===== config.mk =====
export PLATFORM = sky130hd
export DESIGN_NAME = rx_addr_filter
export DESIGN_NICKNAME = d
export VERILOG_FILES = /design/src/rtl/rx_addr_filter_pkg.sv /design/src/rtl/rx_addr_byte_track.sv /design/src/rtl/rx_addr_wr_dec.sv /design/src/rtl/rx_addr_slot.sv /design/src/rtl/rx_addr_filter.sv
export SDC_FILE = /design/constraint.sdc
export NUM_CORES = 1
export LEC_CHECK = 0
export ABC_CLOCK_PERIOD_IN_PS = 2310
export BUFFER_PORTS_ARGS = -buffer_cell sky130_fd_sc_hd__clkbuf_2
export CELL_PAD_IN_SITES_DETAIL_PLACEMENT = 1
export CELL_PAD_IN_SITES_GLOBAL_PLACEMENT = 1
export CORE_MARGIN = 1
export CORE_UTILIZATION = 51
export CTS_CLUSTER_SIZE = 24
export DETAILED_ROUTE_END_ITERATION = 10
export GPL_ROUTABILITY_DRIVEN = 0
export PLACE_DENSITY_LB_ADDON = 0.05
export SLEW_MARGIN = 20
export SYNTH_ARGS = -nofsm -noshare
export SYNTH_HDL_FRONTEND = slang
export SYNTH_HIERARCHICAL = 1
export SYNTH_SLANG_ARGS = --single-unit

===== constraint.sdc =====
create_clock -name clk_i -period 2.31 [get_ports clk_i]
set_input_delay 0.231 -clock clk_i [delete_from_list [all_inputs] [get_ports clk_i]]
set_output_delay 0.231 -clock clk_i [all_outputs]
set_load 0.02 [all_outputs]

===== src/rtl/rx_addr_filter_pkg.sv =====
package rx_addr_filter_pkg;
  localparam int unsigned BYTE_W      = 8;
  localparam int unsigned DA_BYTES    = 6;
  localparam int unsigned ADDR_W      = BYTE_W * DA_BYTES;
  localparam int unsigned LOW_W       = 32;
  localparam int unsigned HIGH_W      = ADDR_W - LOW_W;
  localparam int unsigned TYPE_W      = 16;
  localparam int unsigned TYPE_HI_POS = 12;
  localparam int unsigned TYPE_LO_POS = 13;
  localparam int unsigned POS_MAX     = 14;
  localparam int unsigned POS_W       = $clog2(POS_MAX + 1);
endpackage


===== src/rtl/rx_addr_byte_track.sv =====
module rx_addr_byte_track
  import rx_addr_filter_pkg::*;
(
  input  logic              clk_i,
  input  logic              rst_ni,
  input  logic              sof_i,
  input  logic              byte_vld_i,
  input  logic [BYTE_W-1:0] byte_i,
  output logic [ADDR_W-1:0] da_o,
  output logic              da_done_o,
  output logic [TYPE_W-1:0] type_o,
  output logic              type_done_o
);
  localparam int unsigned HELD_W = ADDR_W - BYTE_W;

  logic [POS_W-1:0]  pos_q;
  logic [HELD_W-1:0] da_q;
  logic [BYTE_W-1:0] type_hi_q;
  logic              take;

  assign take = byte_vld_i && !sof_i;

  always_ff @(posedge clk_i or negedge rst_ni) begin
    if (!rst_ni) begin
      pos_q     <= '0;
      da_q      <= '0;
      type_hi_q <= '0;
    end else if (sof_i) begin
      pos_q <= '0;
    end else if (byte_vld_i) begin
      if (pos_q < POS_W'(POS_MAX)) pos_q <= pos_q + 1'b1;
      for (int i = 0; i < int'(DA_BYTES) - 1; i++) begin
        if (pos_q == POS_W'(i)) da_q[i*BYTE_W +: BYTE_W] <= byte_i;
      end
      if (pos_q == POS_W'(TYPE_HI_POS)) type_hi_q <= byte_i;
    end
  end

  // last destination byte joins the held bytes combinationally
  assign da_o        = {byte_i, da_q};
  assign da_done_o   = take && (pos_q == POS_W'(DA_BYTES - 1));
  assign type_o      = {type_hi_q, byte_i};
  assign type_done_o = take && (pos_q == POS_W'(TYPE_LO_POS));
endmodule


===== src/rtl/rx_addr_wr_dec.sv =====
module rx_addr_wr_dec #(
  parameter int unsigned NUM_SLOTS = 4,
  parameter int unsigned SEL_W     = 4
) (
  input  logic                 wr_en_i,
  input  logic [SEL_W-1:0]     wr_sel_i,
  output logic [NUM_SLOTS-1:0] low_we_o,
  output logic [NUM_SLOTS-1:0] high_we_o,
  output logic                 type_we_o
);
  localparam int unsigned TYPE_SEL = 2 * NUM_SLOTS;

  for (genvar k = 0; k < int'(NUM_SLOTS); k++) begin : g_slot
    assign low_we_o[k]  = wr_en_i && (wr_sel_i == SEL_W'(2 * k));
    assign high_we_o[k] = wr_en_i && (wr_sel_i == SEL_W'(2 * k + 1));
  end

  assign type_we_o = wr_en_i && (wr_sel_i == SEL_W'(TYPE_SEL));
endmodule


===== src/rtl/rx_addr_slot.sv =====
module rx_addr_slot
  import rx_addr_filter_pkg::*;
(
  input  logic              clk_i,
  input  logic              rst_ni,
  input  logic              low_we_i,
  input  logic              high_we_i,
  input  logic [LOW_W-1:0]  wr_data_i,
  input  logic [ADDR_W-1:0] da_i,
  output logic              en_o,
  output logic              hit_o
);
  logic [LOW_W-1:0]  low_q;
  logic [HIGH_W-1:0] high_q;
  logic              en_q;

  always_ff @(posedge clk_i or negedge rst_ni) begin
    if (!rst_ni) begin
      low_q  <= '0;
      high_q <= '0;
      en_q   <= 1'b0;
    end else begin
      if (low_we_i) begin
        low_q <= wr_data_i;
        en_q  <= 1'b0;
      end
      if (high_we_i) begin
        high_q <= wr_data_i[HIGH_W-1:0];
        en_q   <= 1'b1;
      end
    end
  end

  assign en_o  = en_q;
  assign hit_o = en_q && (da_i == {high_q, low_q});
endmodule


===== src/rtl/rx_addr_filter.sv =====
module rx_addr_filter
  import rx_addr_filter_pkg::*;
#(
  parameter int unsigned NUM_SLOTS = 4,
  parameter int unsigned SEL_W     = 4
) (
  input  logic                 clk_i,
  input  logic                 rst_ni,
  input  logic                 sof_i,
  input  logic                 byte_vld_i,
  input  logic [7:0]           byte_i,
  input  logic                 no_bcast_i,
  input  logic                 wr_en_i,
  input  logic [SEL_W-1:0]     wr_sel_i,
  input  logic [31:0]          wr_data_i,
  output logic [NUM_SLOTS-1:0] slot_hit_o,
  output logic                 accept_o,
  output logic                 bcast_o,
  output logic                 mcast_o,
  output logic                 type_hit_o
);
  logic [ADDR_W-1:0]    da_w;
  logic                 da_done;
  logic [TYPE_W-1:0]    type_w;
  logic                 type_done;
  logic [NUM_SLOTS-1:0] low_we, high_we, slot_en, slot_hit_w;
  logic                 type_we;
  logic [TYPE_W-1:0]    type_id_q;
  logic                 bcast_w;
  logic [NUM_SLOTS-1:0] hit_q;
  logic                 acc_q, bcast_q, mcast_q, type_q;

  rx_addr_byte_track u_track (
    .clk_i       (clk_i),
    .rst_ni      (rst_ni),
    .sof_i       (sof_i),
    .byte_vld_i  (byte_vld_i),
    .byte_i      (byte_i),
    .da_o        (da_w),
    .da_done_o   (da_done),
    .type_o      (type_w),
    .type_done_o (type_done)
  );

  rx_addr_wr_dec #(.NUM_SLOTS(NUM_SLOTS), .SEL_W(SEL_W)) u_dec (
    .wr_en_i   (wr_en_i),
    .wr_sel_i  (wr_sel_i),
    .low_we_o  (low_we),
    .high_we_o (high_we),
    .type_we_o (type_we)
  );

  for (genvar k = 0; k < int'(NUM_SLOTS); k++) begin : g_slot
    rx_addr_slot u_slot (
      .clk_i     (clk_i),
      .rst_ni    (rst_ni),
      .low_we_i  (low_we[k]),
      .high_we_i (high_we[k]),
      .wr_data_i (wr_data_i),
      .da_i      (da_w),
      .en_o      (slot_en[k]),
      .hit_o     (slot_hit_w[k])
    );
  end

  always_ff @(posedge clk_i or negedge rst_ni) begin
    if (!rst_ni)      type_id_q <= '0;
    else if (type_we) type_id_q <= wr_data_i[TYPE_W-1:0];
  end

  assign bcast_w = (&da_w) && !no_bcast_i;

  always_ff @(posedge clk_i or negedge rst_ni) begin
    if (!rst_ni) begin
      hit_q   <= '0;
      acc_q   <= 1'b0;
      bcast_q <= 1'b0;
      mcast_q <= 1'b0;
      type_q  <= 1'b0;
    end else if (sof_i) begin
      hit_q   <= '0;
      acc_q   <= 1'b0;
      bcast_q <= 1'b0;
      mcast_q <= 1'b0;
      type_q  <= 1'b0;
    end else begin
      if (da_done) begin
        hit_q   <= slot_hit_w;
        acc_q   <= (|slot_hit_w) || bcast_w;
        bcast_q <= bcast_w;
        mcast_q <= da_w[0];
      end
      // zero type value disables the compare
      if (type_done) type_q <= (type_id_q != '0) && (type_w == type_id_q);
    end
  end

  assign slot_hit_o = hit_q;
  assign accept_o   = acc_q;
  assign bcast_o    = bcast_q;
  assign mcast_o    = mcast_q;
  assign type_hit_o = type_q;
endmodule


After elaboration in Yosys (flattened, before gate mapping)
Cells that the tools add are included.
{"block": "classes", "eq_ne": 20, "mux": 21, "addsub": 1, "n_reduce_logical": 41, "shift": 0, "mul": 0, "n_bitwise": 1, "div": 0, "order_cmp": 1}
{"cell": "equality test 48 bit", "count": 4}
{"cell": "AND reduction 48 bit", "count": 1}
{"cell": "equality test 4 x 3 -> 1 bit (second input constant)", "count": 6}
{"cell": "two-way mux 4 bit", "count": 5}
{"cell": "logical AND 1 bit", "count": 18}
{"cell": "AND reduction 3 bit", "count": 6}
{"cell": "equality test 16 bit", "count": 1}
{"cell": "equality test 4 x 2 -> 1 bit (second input constant)", "count": 4}
{"cell": "two-way mux 1 bit", "count": 16}
{"cell": "nonzero test 16 bit", "count": 1}
{"cell": "nonzero test 2 bit", "count": 8}
{"cell": "equality test 4 bit (second input constant)", "count": 3}
{"cell": "equality test 4 x 1 -> 1 bit (second input constant)", "count": 2}
{"cell": "logical NOT 4 bit", "count": 2}
{"cell": "adder 4 x 1 -> 4 bit (second input constant)", "count": 1}
{"cell": "< comparator 4 bit (second input constant)", "count": 1}
{"cell": "OR reduction 4 bit", "count": 1}
{"cell": "logical NOT 1 bit", "count": 2}
{"cell": "AND reduction 2 bit", "count": 1}
{"cell": "logical OR 1 bit", "count": 1}
{"cell": "inverter 1 bit", "count": 1}
{"block": "totals", "ramBits": 0, "ff_bits": 272, "inputBits": 50, "output_inout_bits": 8, "latch_bits": 0, "elab_cells": 110, "n_memories": 0, "romBits": 0}

Depth between registers and ports, before layout
Gate-level depths: netlist of run 1.
{"block": "depth", "depth_word": 6, "depth_mapped": 9, "mapped_depth_nobuf": 8}

Cells and area by module
Netlist of run 1, hierarchy kept.
{"mod": "rx_addr_slot", "area_per_inst_um2": 2374.8, "n_inst": 4, "cells_each": 181, "seq_area_each_um2": 1226.2}
{"mod": "rx_addr_byte_track", "area_per_inst_um2": 2260.9, "n_inst": 1, "cells_each": 154, "seq_area_each_um2": 1301.2}
{"mod": "rx_addr_filter", "area_per_inst_um2": 1253.7, "n_inst": 1, "cells_each": 109, "seq_area_each_um2": 600.6}
{"mod": "rx_addr_wr_dec", "area_per_inst_um2": 82.6, "n_inst": 1, "cells_each": 15, "seq_area_each_um2": 0.0}

Worst setup path before layout of run 1
OpenSTA, ideal clock, no wires.
{"block": "synth_path", "kind": "reg-to-reg", "startpoint": "register u_track.da_q[37]", "endpoint": "register acc_q, in the netlist accept_o", "stages_incl_launch_ff": 9, "path_buffers": 0, "period_less_slack_ns": 1.903, "slack_ns": 0.407, "arrival_time_ns": 1.820, "setup_ns": 0.083, "required_ns": 2.227, "path_cell_list": "dfrtp_1 xnor2_2 nand4_1 or4_1 nor4_2 nor4_1 nand2_1 o21ai_0 o21ai_0"}
{"block": "synth_between", "elab_chain_len": 6, "word_cells_on_any_way": 14, "classes_between": "eq/ne: 4; mux: 2; reduce/logical: 8"}
{"item": "start, declared", "line": "rx_addr_byte_track.sv:17", "rtl": "logic [HELD_W-1:0] da_q;"}
{"item": "start signal, assigned by index", "line": "rx_addr_byte_track.sv:33", "rtl": "if (pos_q == POS_W'(i)) da_q[i*BYTE_W +: BYTE_W] <= byte_i;"}
{"item": "equality test 48 bit", "line": "rx_addr_slot.sv:35", "rtl": "assign hit_o = en_q && (da_i == {high_q, low_q});"}
{"item": "logical AND 1 bit", "line": "rx_addr_slot.sv:35"}
{"item": "via slot_hit_w[2]", "line": "rx_addr_filter.sv:26", "rtl": "logic [NUM_SLOTS-1:0] low_we, high_we, slot_en, slot_hit_w;"}
{"item": "OR reduction 4 bit", "line": "rx_addr_filter.sv:89", "rtl": "acc_q <= (|slot_hit_w) || bcast_w;"}
{"item": "logical OR 1 bit", "line": "rx_addr_filter.sv:89"}
{"item": "two-way mux 1 bit", "line": "rx_addr_filter.sv:87", "rtl": "if (da_done) begin"}
{"item": "two-way mux 1 bit", "line": "rx_addr_filter.sv:80", "rtl": "end else if (sof_i) begin"}
{"item": "end signal, assigned", "line": "rx_addr_filter.sv:89"}
{"item": "end, declared", "line": "rx_addr_filter.sv:31", "rtl": "logic acc_q, bcast_q, mcast_q, type_q;"}
The timed path passes the listed nets, and every way through them passes these cells. The select of a mux whose other input is x is not followed.
A chain may end at the register's enable or synchronous reset.

Final worst setup path of run 1
{"block": "layout_path", "startpoint": "register u_track.da_q[35]", "endpoint": "register acc_q, in the netlist accept_o"}
The elaborated chain is that of the path after synthesis.

==> results of run 1 <==
==> kinds of logic (layout without fill, tap and decap cells) <==
family          after synthesis  in the layout  share of synthesized area, %
flops                       272            272                          52.0
mux                         253            253                          21.7
xor+xnor                    176            176                          12.0
simple gates                171            171                          8.06
buf+inv                      79            237                          3.20
compound gates               47             47                          2.67
fa+ha+maj                     4              4                         0.382
==> power groups by stage <==
stage	clock network [uW]	registers (uW)	logic (uW)
after floorplan	0	6630	2150
after global placement	0	7000	3110
after detailed placement	0	7050	3210
after CTS	5270	6990	3300
after global routing	5450	7140	3800
final	5200	7000	3530
==> cell usage after synthesis, drive strengths merged, types with 2 or more instances <==
cell type	number	share of area, %
nand3	6	0.23
a2111oi	4	0.27
xnor2	37	2.7
mux2i	5	0.38
nand3b	3	0.17
a21oi	3	0.11
dfrtp	272	52
a21o	5	0.29
nor3	6	0.35
nand4	31	1.5
mux2	248	21
or4	4	0.23
nand4b	3	0.20
buf	41	2.1
nor2	21	0.60
a211oi	2	0.11
o2111ai	4	0.27
a222oi	4	0.31
nand2b	18	0.86
a221oi	4	0.27
ha	4	0.38
nor4	42	2.2
inv	30	0.86
nor3b	2	0.11
o2111a	4	0.34
xor2	139	9.3
nand2	19	0.58
o21ai	15	0.57
clkbuf	8	0.23
nor2b	13	0.62
==> stage by stage <==
step	hold WS (ns)	util, %	power [uW]
after global placement	0.239	56.3	10100
after floorplan	-0.0646	-	8780
after CTS	0.0234	61.3	15600
final	0.0260	62.3	15700
after detailed placement	0.237	56.3	10300
after global routing	0.0275	62.3	16400
==> metal layers <==
| metal | GRT usage [%] | share of wire [%] | vias to the layer above |
|---|---|---|---|
| met1 | 43.6 | 45 | 4623 |
| met4 | 9.01 | 2.8 | 0 |
| met5 | 0 | 0 | - |
| met2 | 52.0 | 49 | 192 |
| li1 | - | - | 3809 |
| met3 | 4.06 | 4.0 | 59 |
==> sequential cells by signal, indices dropped and copies added, names as in the netlist <==
name                  flops
type_hit_o                1
mcast_o                   1
slot_hit_o                4
g_slot.u_slot/high_q     64
type_id_q                16
u_track/da_q             40
bcast_o                   1
u_track/pos_q             4
g_slot.u_slot/en_o        4
g_slot.u_slot/low_q     128
u_track/type_hi_q         8
accept_o                  1
==> final cells by class <==
| type | instances | area (um^2) |
|---|---|---|
| sequential | 272 | 6830 |
| clock inverter | 12 | 193 |
| multi-input combinational | 651 | 6080 |
| inverter | 30 | 113 |
| clock buffer | 42 | 887 |
| fill | 2455 | 9490 |
| timing repair buffer | 153 | 1180 |
| tap | 330 | 413 |
==> what timing repair did <==
action                                  4_1_cts  5_1_grt
endpoints found under the hold margin       119        0
pin swaps                                     0        9
endpoints found under the setup margin        1        2
setup buffers                                 0       13
resized for setup                             3       43
cloned                                        0        0
hold buffers                                 16        0
==> critical path: cells and delay by family, from the launching register on <==
kind                   cells  cell delay [ns]
AO/OA/AOI/OAI              2             0.21
flip-flops                 1             0.47
XOR/XNOR                   1             0.17
buffers and inverters      2             0.37
AND/OR/NAND/NOR            5             0.98
==> worst max-delay path by stage <==
stage / startpoint / to / slack, ns / cells after the start
after global placement: u_track/da_q[4] / accept_o / 0.03 / 9
final: u_track/da_q[35] / accept_o / 0.03 / 10
after CTS: u_track/da_q[1] / accept_o / 0.006 / 9
after detailed placement: u_track/da_q[16] / accept_o / -0.04 / 9
after floorplan: u_track/da_q[37] / accept_o / 0.41 / 8
after global routing: u_track/da_q[18] / accept_o / -0.1 / 10
==> qor.csv, run 1 <==
metric;value;unit
pwr dens;1000;nW/um^2
Sum Neg Setup Slack;0;ns
total track usage;31.5;%
Ys Warns;6;
H-tree levels;1;
Cell variety after synth;45;
Critical Path RT;2.79;ns
Core Region;25200;um^2
clock root cell;clkbuf_16;
status;completed;
Layout area overhead;19.9;%
starting density of the core;52.0;%
global-route wire length before repair;60600;um
initial antenna violation count;0;
Worst setup SP type;flop;
remaining antenna violation count after routing;0;
Top FF cell, synth;dfrtp_1;
Worst Tran Pin Value;0.577;ns
Inst Count DP;1407;
clock network fraction of design power;33.0;%
number of cells on the worst hold path;2;
most frequent cells in the layout;dfrtp_1, mux2_2, xor2_1;
Reg2Reg Depth;10;
CTS tree;yes;
pin count of the biggest net entering global routing;68;
number of global-route vias before repair;9427;
R2R setup slack;0.03;ns
ANT cells;0;
Worst Setup End Kind;flop;
Switching Fraction;30.4;%
DRT Wirelength;40100;um
Syn Area/Cell;13.1;um^2
Synth Net Count;1056;
Rows;58;
routed length per instance;26.9;um
Post-Layout Cell Count;1490;
DP HPWL;27800;um
CP max stage delay;0.47;ns
Internal Dissipation;10900;uW
die area;26300;um^2
number of I/O port buffers;57;
Reg-to-Reg Start;u_track/da_q[35];
Vias/cell;5.83;
clk slew on worst S/H paths;0.07;ns
# Max-Cap Violations;0;
fin crit period;2.28;ns
Vias;8683;
Die Height;162;um
IO Pins;58;
Comb pwr share;22.4;%
Crit path arrival time;2.76;ns
Hold Crit Class;in -> reg;
post-route cell area;15700;um^2
Horiz. Die Dim;162;um
TritonRoute pass-1 iters;4;
Flop pwr share;44.5;%
insertion delay to the later sink of the worst-skew pair;0.56;ns
synthesized flop and latch total;272;
worst clock skew;0.00991;ns
clock sink count;272;
worst-path cell chain;xor2_1, nor4_1, buf_4, nand4_1, buf_4, nor4_4, nor4_1, nand2_1, o21ai_0, o21ai_0;
final number of hold-violating endpoints;0;
Initial DRC Count;474;
nets@finish;1192;
Max VDD drop;0.728;mV
post-route DRC violation count;0;
LEAKAGE;0.00703;uW
cts bufs inserted;30;
setup violators final;0;
Critical R2R Capture;accept_o;
most common cell after layout, fill and taps aside;dfrtp_1;
min-delay src;wr_data_i[24];
Placement Cell Area;14200;um^2
fraction of registers with async set or reset after synthesis;100;%
Max transition margin;61.5;%
Fmax;439;MHz
fin crit share;98.6;%
Synth Cell Area;13100;um^2
critical path type;reg -> reg;
Mapped Cells;1002;
number of flops mapped to enable cells by yosys;0;
Crit Path Max Fanout;6;
Pins Over Slew Limit;0;
pre-CTS worst setup slack;-0.0431;ns
Crit-path slowest cell;dfrtp_2;
Psw;4790;uW
sequential fraction of the synthesis area;52.0;%
clock buffer depth;3;
aggregate global routing overflow;0;
layout cells sized above 1;43.0;%
setup ws final;0.0321;ns
Hold EP;g_slot[0].u_slot/low_q[24];
(Power assumes the default switching activity.)
==> inputs of run 2 (changes only) <==
--- a/config.mk
+++ b/config.mk
@@ -5,14 +5,15 @@
 export SDC_FILE = /design/constraint.sdc
 export NUM_CORES = 1
 export LEC_CHECK = 0
+export ABC_AREA = 1
 export ABC_CLOCK_PERIOD_IN_PS = 2310
-export BUFFER_PORTS_ARGS = -buffer_cell sky130_fd_sc_hd__clkbuf_2
 export CELL_PAD_IN_SITES_DETAIL_PLACEMENT = 1
 export CELL_PAD_IN_SITES_GLOBAL_PLACEMENT = 1
 export CORE_MARGIN = 1
-export CORE_UTILIZATION = 51
+export CORE_UTILIZATION = 48
 export CTS_CLUSTER_SIZE = 24
 export DETAILED_ROUTE_END_ITERATION = 10
+export DONT_BUFFER_PORTS = 1
 export GPL_ROUTABILITY_DRIVEN = 0
 export PLACE_DENSITY_LB_ADDON = 0.05
 export SLEW_MARGIN = 20
==> run 2 against run 1 <==
The flow now finishes with violations (hold timing). Sequential power fell by 0.6%. First-iteration DRC count up 87%. Die area grew 17%. Critical endpoint is now slot_hit_o[1].
==> qor.csv, run 2 <==
metric;value;unit;change
status;complete, but fails checks;;was completed
failing checks;hold timing;;
Crit Path Max Fanout;10;;was 6
insertion delay to the later sink of the worst-skew pair;0.58;ns;was 0.56 ns
Cell variety after synth;31;;was 45
most common cell after layout, fill and taps aside;nand2_1;;was dfrtp_1
layout cells sized above 1;10.3;%;was 43.0%
setup violators final;0;;unchanged
total track usage;35.0;%;was 31.5%
clock root cell;clkbuf_16;;unchanged
Synth Net Count;1930;;was 1056
number of flops mapped to enable cells by yosys;0;;unchanged
Die Height;175;um;was 162 um
setup ws final;0.183;ns;was 0.0321 ns
Crit path arrival time;2.63;ns;was 2.76 ns
Pins Over Slew Limit;0;;unchanged
Flop pwr share;43.0;%;was 44.5%
Worst Setup End Kind;flop;;unchanged
critical path type;reg -> reg;;unchanged
Psw;5660;uW;was 4790 uW
Worst setup SP type;flop;;unchanged
DP HPWL;36900;um;was 27800 um
Max VDD drop;0.685;mV;was 0.728 mV
global-route wire length before repair;80000;um;was 60600 um
remaining antenna violation count after routing;0;;unchanged
hold slack;-0.634;ns;was 0.0260 ns
area of the multi-input gates;6110;um^2;was 6080 um^2
Internal Dissipation;10500;uW;was 10900 uW
Critical Path RT;2.81;ns;was 2.79 ns
TritonRoute pass-1 iters;5;;was 4
pwr dens;996;nW/um^2;was 1000 nW/um^2
Synth area leader;dfrtp_1;;unchanged
Compound-Gate Fraction of Synth Area;9.24;%;was 2.68%
clock sink count;272;;unchanged
most frequent cells in the layout;nand2_1, dfrtp_1, inv_1;;was dfrtp_1, mux2_2, xor2_1
worst clock skew;0.0181;ns;was 0.00991 ns
Simple-Gate Fraction of Synth Area;23.8;%;was 8.06%
mux contribution to synthesized area;5.39;%;was 21.7%
fraction of registers with async set or reset after synthesis;100;%;unchanged
Post-synth top cells;nand2_1, dfrtp_1, inv_1, o21ai_0, nor2_1;;was dfrtp_1, mux2_2, xor2_1, nor4_1, xnor2_1
post-route DRC violation count;0;;unchanged
H-tree levels;1;;unchanged
Inst Count DP;2231;;was 1407
# Max-Cap Violations;0;;unchanged
Vias;12600;;was 8683
clock network fraction of design power;32.1;%;was 33.0%
Top FF cell, synth;dfrtp_1;;unchanged
Synth Cell Area;14400;um^2;was 13100 um^2
starting density of the core;48.7;%;was 52.0%
Mapped Cells;1876;;was 1002
Crit-path slowest cell;dfrtp_1;;was dfrtp_2
CP max stage delay;0.67;ns;was 0.47 ns
Biggest register;g_slot.u_slot/low_q;;unchanged
largest registers;g_slot.u_slot/low_q x128, g_slot.u_slot/high_q x64, u_track/da_q x40;;unchanged
combinational family with the most area after synthesis;simple AND/OR/NAND/NOR gates;;was multiplexers
Max transition margin;52.2;%;was 61.5%
Tot Pwr;16200;uW;was 15700 uW
final number of hold-violating endpoints;272;;was 0
cts bufs inserted;31;;was 30
# hold bufs at CTS;36;;was 16
Rows;63;;was 58
synthesized flop and latch total;272;;unchanged
die area;30700;um^2;was 26300 um^2
count leader, synth;nand2_1;;was dfrtp_1
CTS tree;yes;;unchanged
Horiz. Die Dim;175;um;was 162 um
Switching Fraction;35.0;%;was 30.4%
Ys Warns;6;;unchanged
IO Pins;58;;unchanged
filler instances;3739;;was 2455
Syn Area/Cell;7.69;um^2;was 13.1 um^2
Core Region;29600;um^2;was 25200 um^2
Initial DRC Count;888;;was 474
Synth Area in XOR/XNOR;3.22;%;was 12.0%
initial antenna violation count;1;;was 0
Hold Crit Class;in -> async;;was in -> reg
sequential fraction of the synthesis area;47.2;%;was 52.0%
Sum Neg Setup Slack;0;ns;unchanged
Post-Synth Adder-Cell Area;0.347;%;was 0.382%
DRT Wirelength;51700;um;was 40100 um
number of global-route vias before repair;13400;;was 9427
top-area cell type share of the netlist area;47.2;%;was 52.0%
worst-path cell chain;inv_1, nand2_1, nand2_1, inv_1, nand2_1, nor2_1, nand2_1, nor2_1, nand2_1, nor2_2, inv_1, o21ai_0;;was xor2_1, nor4_1, buf_4, nand4_1, buf_4, nor4_4, nor4_1, nand2_1, o21ai_0, o21ai_0
most frequent CP cell;nand2_1;;
nets@finish;1964;;was 1192
pre-CTS worst setup slack;0.0818;ns;was -0.0431 ns
number of I/O port buffers;0;;was 57
Fmax;470;MHz;was 439 MHz
Reg area;6810;um^2;was 6830 um^2
Comb pwr share;24.9;%;was 22.4%
clk slew on worst S/H paths;0.06;ns;was 0.07 ns
RSZ-0062 raised after global routing;no;;
LEAKAGE;0.00784;uW;was 0.00703 uW
routed length per instance;22.2;um;was 26.9 um
Worst Tran Pin Value;0.715;ns;was 0.577 ns
Vias/cell;5.40;;was 5.83
pin count of the biggest net entering global routing;273;;was 68
Post-Layout Cell Count;2327;;was 1490
fin crit share;92.1;%;was 98.6%
max reg flops;128;;unchanged
clock buffer depth;3;;unchanged
Layout area overhead;12.7;%;was 19.9%
aggregate global routing overflow;0;;unchanged
ranking of synthesized cells by area;dfrtp_1, nand2_1, inv_1;;was dfrtp_1, mux2_2, xor2_1
fin crit period;2.13;ns;was 2.28 ns
-- run 2: per-stage QoR --
step,utilization (%),cell area [um^2]
2_1_floorplan,-,14400
3_3_place_gp,50.0,14800
3_5_place_dp,50.0,14800
4_1_cts,54.8,16200
5_1_grt,54.8,16200
6_report,54.8,16300
-- run 2: path summary, 6_finish.rpt --
check	to	cells after the start	slack (ns)	startpoint
max in group asynchronous	g_slot[2].u_slot/low_q[31]	0	2.38	rst_ni
setup / recovery	slot_hit_o[1]	12	0.18	u_track/da_q[39]
hold reg to reg	g_slot[0].u_slot/high_q[15]	2	0.49	g_slot[0].u_slot/high_q[15]
min in group clk_i	u_track/da_q[19]	2	0.04	byte_i[3]
setup reg to reg	slot_hit_o[1]	12	0.18	u_track/da_q[39]
hold / removal	g_slot[0].u_slot/low_q[22]	0	-0.63	rst_ni
-- run 2: critical path, delay by kind of cell, from the launching register on --
kind                   cells  cell delay (ns)
and+or+nand+nor            8             1.00
AOI/OAI and AO/OA          1             0.16
DFF                        1             0.67
buffers and inverters      3             0.23
-- run 2: what timing repair did --
| item | in CTS | in global routing |
|---|---|---|
| resized for setup | 0 | 2 |
| setup endpoints to repair | 0 | 2 |
| hold endpoints to repair | 498 | 272 |
| buffers inserted | 0 | 0 |
-- run 2: area by class of cell --
type	instances	share of cell area, %
clock inverters	15	1.27
inverters	308	7.11
well taps	390	3.00
repair buffers	61	3.83
multi-input cells	1236	37.6
flip-flops and latches	272	41.9
diodes	3	0.0462
clock buffers	42	5.27
-- run 2: power groups by stage --
stage	Combinational [uW]	Sequential, uW	Clock (uW)
5_1_grt	4530	7090	5440
2_1_floorplan	2780	6600	0
3_3_place_gp	3670	6950	0
3_5_place_dp	3820	7010	0
4_1_cts	4000	6940	5270
6_report	4040	6960	5200
-- run 2: logic make-up after synthesis --
kind of cell               Yosys count
adders and majority gates            4
xor gates and xnor gates            53
AOI/OAI and AO/OA                  256
DFF                                272
muxes                               57
buffers and inverters              368
and+or+nand+nor                    866
-- run 2: per-layer routing --
layer | global-route usage, % | vias to the layer above | part of all wire (%)
met1 | 46.3 | 6317 | 43
met2 | 57.8 | 336 | 47
li1 | - | 5791 | -
met5 | 0 | - | 0
met4 | 13.8 | 0 | 4.3
met3 | 5.13 | 128 | 5.1
==> inputs of run 3 (changes only) <==
--- a/config.mk
+++ b/config.mk
@@ -7,10 +7,8 @@
 export LEC_CHECK = 0
 export ABC_AREA = 1
 export ABC_CLOCK_PERIOD_IN_PS = 2310
-export CELL_PAD_IN_SITES_DETAIL_PLACEMENT = 1
-export CELL_PAD_IN_SITES_GLOBAL_PLACEMENT = 1
-export CORE_MARGIN = 1
-export CORE_UTILIZATION = 48
+export CORE_MARGIN = 3
+export CORE_UTILIZATION = 64
 export CTS_CLUSTER_SIZE = 24
 export DETAILED_ROUTE_END_ITERATION = 10
 export DONT_BUFFER_PORTS = 1
==> run 3 against run 2 <==
The flow still finishes with violations (hold timing). Combinational power shrank 5.4%. Critical path depth shrank 2. Fmax is 0.41% lower. Sequential share of layout area increased by 0.69 points. Wire length decreased by 19%. Clock-buffer cell count decreased by 2. Design area fell by 1.6%. Final cell count decreased by 4.9%. Critical path type unchanged.
==> qor.csv, run 3 (same netlist as run 2, synthesis figures left out) <==
metric;value;unit;change
IO Pins;58;;unchanged
Crit Path Max Fanout;10;;unchanged
clock buffer depth;3;;unchanged
total track usage;35.3;%;was 35.0%
Worst Tran Pin Value;0.785;ns;was 0.715 ns
TritonRoute pass-1 iters;5;;unchanged
RSZ-0062 raised after global routing;no;;unchanged
Sum Neg Setup Slack;0;ns;unchanged
R2R setup slack;0.17;ns;was 0.18 ns
# resized after CTS;0;;unchanged
hold slack;-0.642;ns;was -0.634 ns
number of global-route vias before repair;11900;;was 13400
Layout area overhead;10.9;%;was 12.7%
routed length per instance;19.0;um;was 22.2 um
Vias/cell;5.45;;was 5.40
H-tree levels;1;;unchanged
crit path from;u_track/da_q[13];;was u_track/da_q[39]
Critical Path RT;2.80;ns;was 2.81 ns
Die Height;156;um;was 175 um
Max VDD drop;0.771;mV;was 0.685 mV
remaining antenna violation count after routing;0;;unchanged
pin count of the biggest net entering global routing;273;;unchanged
Worst Setup End Kind;flop;;unchanged
cts bufs inserted;30;;was 31
Worst setup SP type;flop;;unchanged
largest registers;g_slot.u_slot/low_q x128, g_slot.u_slot/high_q x64, u_track/da_q x40;;unchanged
Crit path arrival time;2.63;ns;about the same
pre-CTS worst setup slack;0.347;ns;was 0.0818 ns
Max transition margin;47.7;%;was 52.2%
global-route wire length before repair;65900;um;was 80000 um
critical path type;reg -> reg;;unchanged
number of I/O port buffers;0;;unchanged
Vias;12100;;was 12600
LEAKAGE;0.00779;uW;was 0.00784 uW
Util after Layout;72.8;%;was 54.8%
Biggest register;g_slot.u_slot/low_q;;unchanged
most common cell after layout, fill and taps aside;nand2_1;;unchanged
nets@finish;1959;;was 1964
Initial DRC Count;1253;;was 888
clk slew on worst S/H paths;0.06;ns;about the same
clock root cell;clkbuf_16;;unchanged
starting density of the core;65.7;%;was 48.7%
Fmax;468;MHz;was 470 MHz
Reg-to-Reg Start;u_track/da_q[13];;was u_track/da_q[39]
postcts setup bufs;0;;unchanged
# hold bufs at CTS;35;;was 36
clock sink count;272;;unchanged
Horiz. Die Dim;156;um;was 175 um
setup ws final;0.174;ns;was 0.183 ns
pwr dens;968;nW/um^2;was 996 nW/um^2
Placement Cell Area;14600;um^2;was 14800 um^2
Rows;54;;was 63
final number of hold-violating endpoints;272;;unchanged
Critical R2R Capture;slot_hit_o[3];;was slot_hit_o[1]
CTS tree;yes;;unchanged
initial antenna violation count;5;;was 1
aggregate global routing overflow;0;;unchanged
Hold Crit Class;in -> async;;unchanged
max reg flops;128;;unchanged
insertion delay to the later sink of the worst-skew pair;0.57;ns;was 0.58 ns
# Max-Cap Violations;0;;unchanged
worst clock skew;0.0188;ns;was 0.0181 ns
post-route cell area;16000;um^2;was 16300 um^2
die area;24400;um^2;was 30700 um^2
layout cells sized above 1;10.2;%;was 10.3%
Reg2Reg Depth;10;;was 12
setup violators final;0;;unchanged
Core Region;22000;um^2;was 29600 um^2
fin crit period;2.14;ns;was 2.13 ns
DRT Wirelength;42100;um;was 51700 um
Pins Over Slew Limit;0;;unchanged
DP HPWL;29000;um;was 36900 um
post-route DRC violation count;0;;unchanged
failing checks;hold timing;;unchanged
fin crit share;92.5;%;was 92.1%
most frequent cells in the layout;nand2_1, dfrtp_1, inv_1;;unchanged
status;complete, but fails checks;;unchanged
## run 3: cell count changes in the layout (fill, tap and decap cells not counted), sizes merged
cell         before  now
clkinv           20   24
buf              25   22
diode             3    4
inv             297  296
bufinv            5    2
clkbuf           42   40
dlygate4sd3      36   35
clkinvlp          1    2
## run 3: report_power, final
part           switching [uW]  internal, uW  total [uW]  leakage [uW]
Combinational            2220          1600        3820       0.00393
Sequential               1070          5810        6880       0.00337
Clock                    1980          2800        4770      0.000496
## run 3: worst max path at each step
stage | to | depth (start not counted)
after detailed placement | slot_hit_o[3] | 10
after floorplan | accept_o | 10
after CTS | slot_hit_o[3] | 10
final | slot_hit_o[3] | 10
after global routing | slot_hit_o[3] | 10
after global placement | slot_hit_o[3] | 10
## run 3: cell type report
cell class	count	area, um^2
repair buffers	57	578
well taps	280	350
clock buffers	40	848
flip-flops and latches	272	6810
fillers	1730	5970
diodes	4	10.0
clock inverters	16	146
multi-input cells	1236	6090
inverters	308	1160
## run 3: per-layer routing
metal	GRT usage [%]	vias to the layer above	part of all wire [%]
li1	-	5773	-
met1	47.7	5615	40
met2	54.2	528	44
met3	8.49	135	10
met4	17.0	2	5.7
met5	0	-	0.024
## run 3: stage by stage
step / hold slack [ns] / power, uW / instances
after floorplan: -0.0646 / 9370 / 1876
after global placement: -0.0530 / 10400 / 2118
after detailed placement: -0.0532 / 10500 / 2118
after CTS: -0.638 / 15400 / 2209
after global routing: -0.644 / 16300 / 2210
final: -0.642 / 15500 / 2213
## run 3: worst max-delay path, stage by stage (launching register included)
cell     delay, ns
dfrtp_1       0.51
inv_1         0.08
nand2_1       0.06
o21ai_1       0.08
nor2_1        0.26
nand2_1       0.08
nor2_1        0.31
nand3_1       0.28
nor2_2        0.20
inv_1         0.04
o21ai_0       0.14
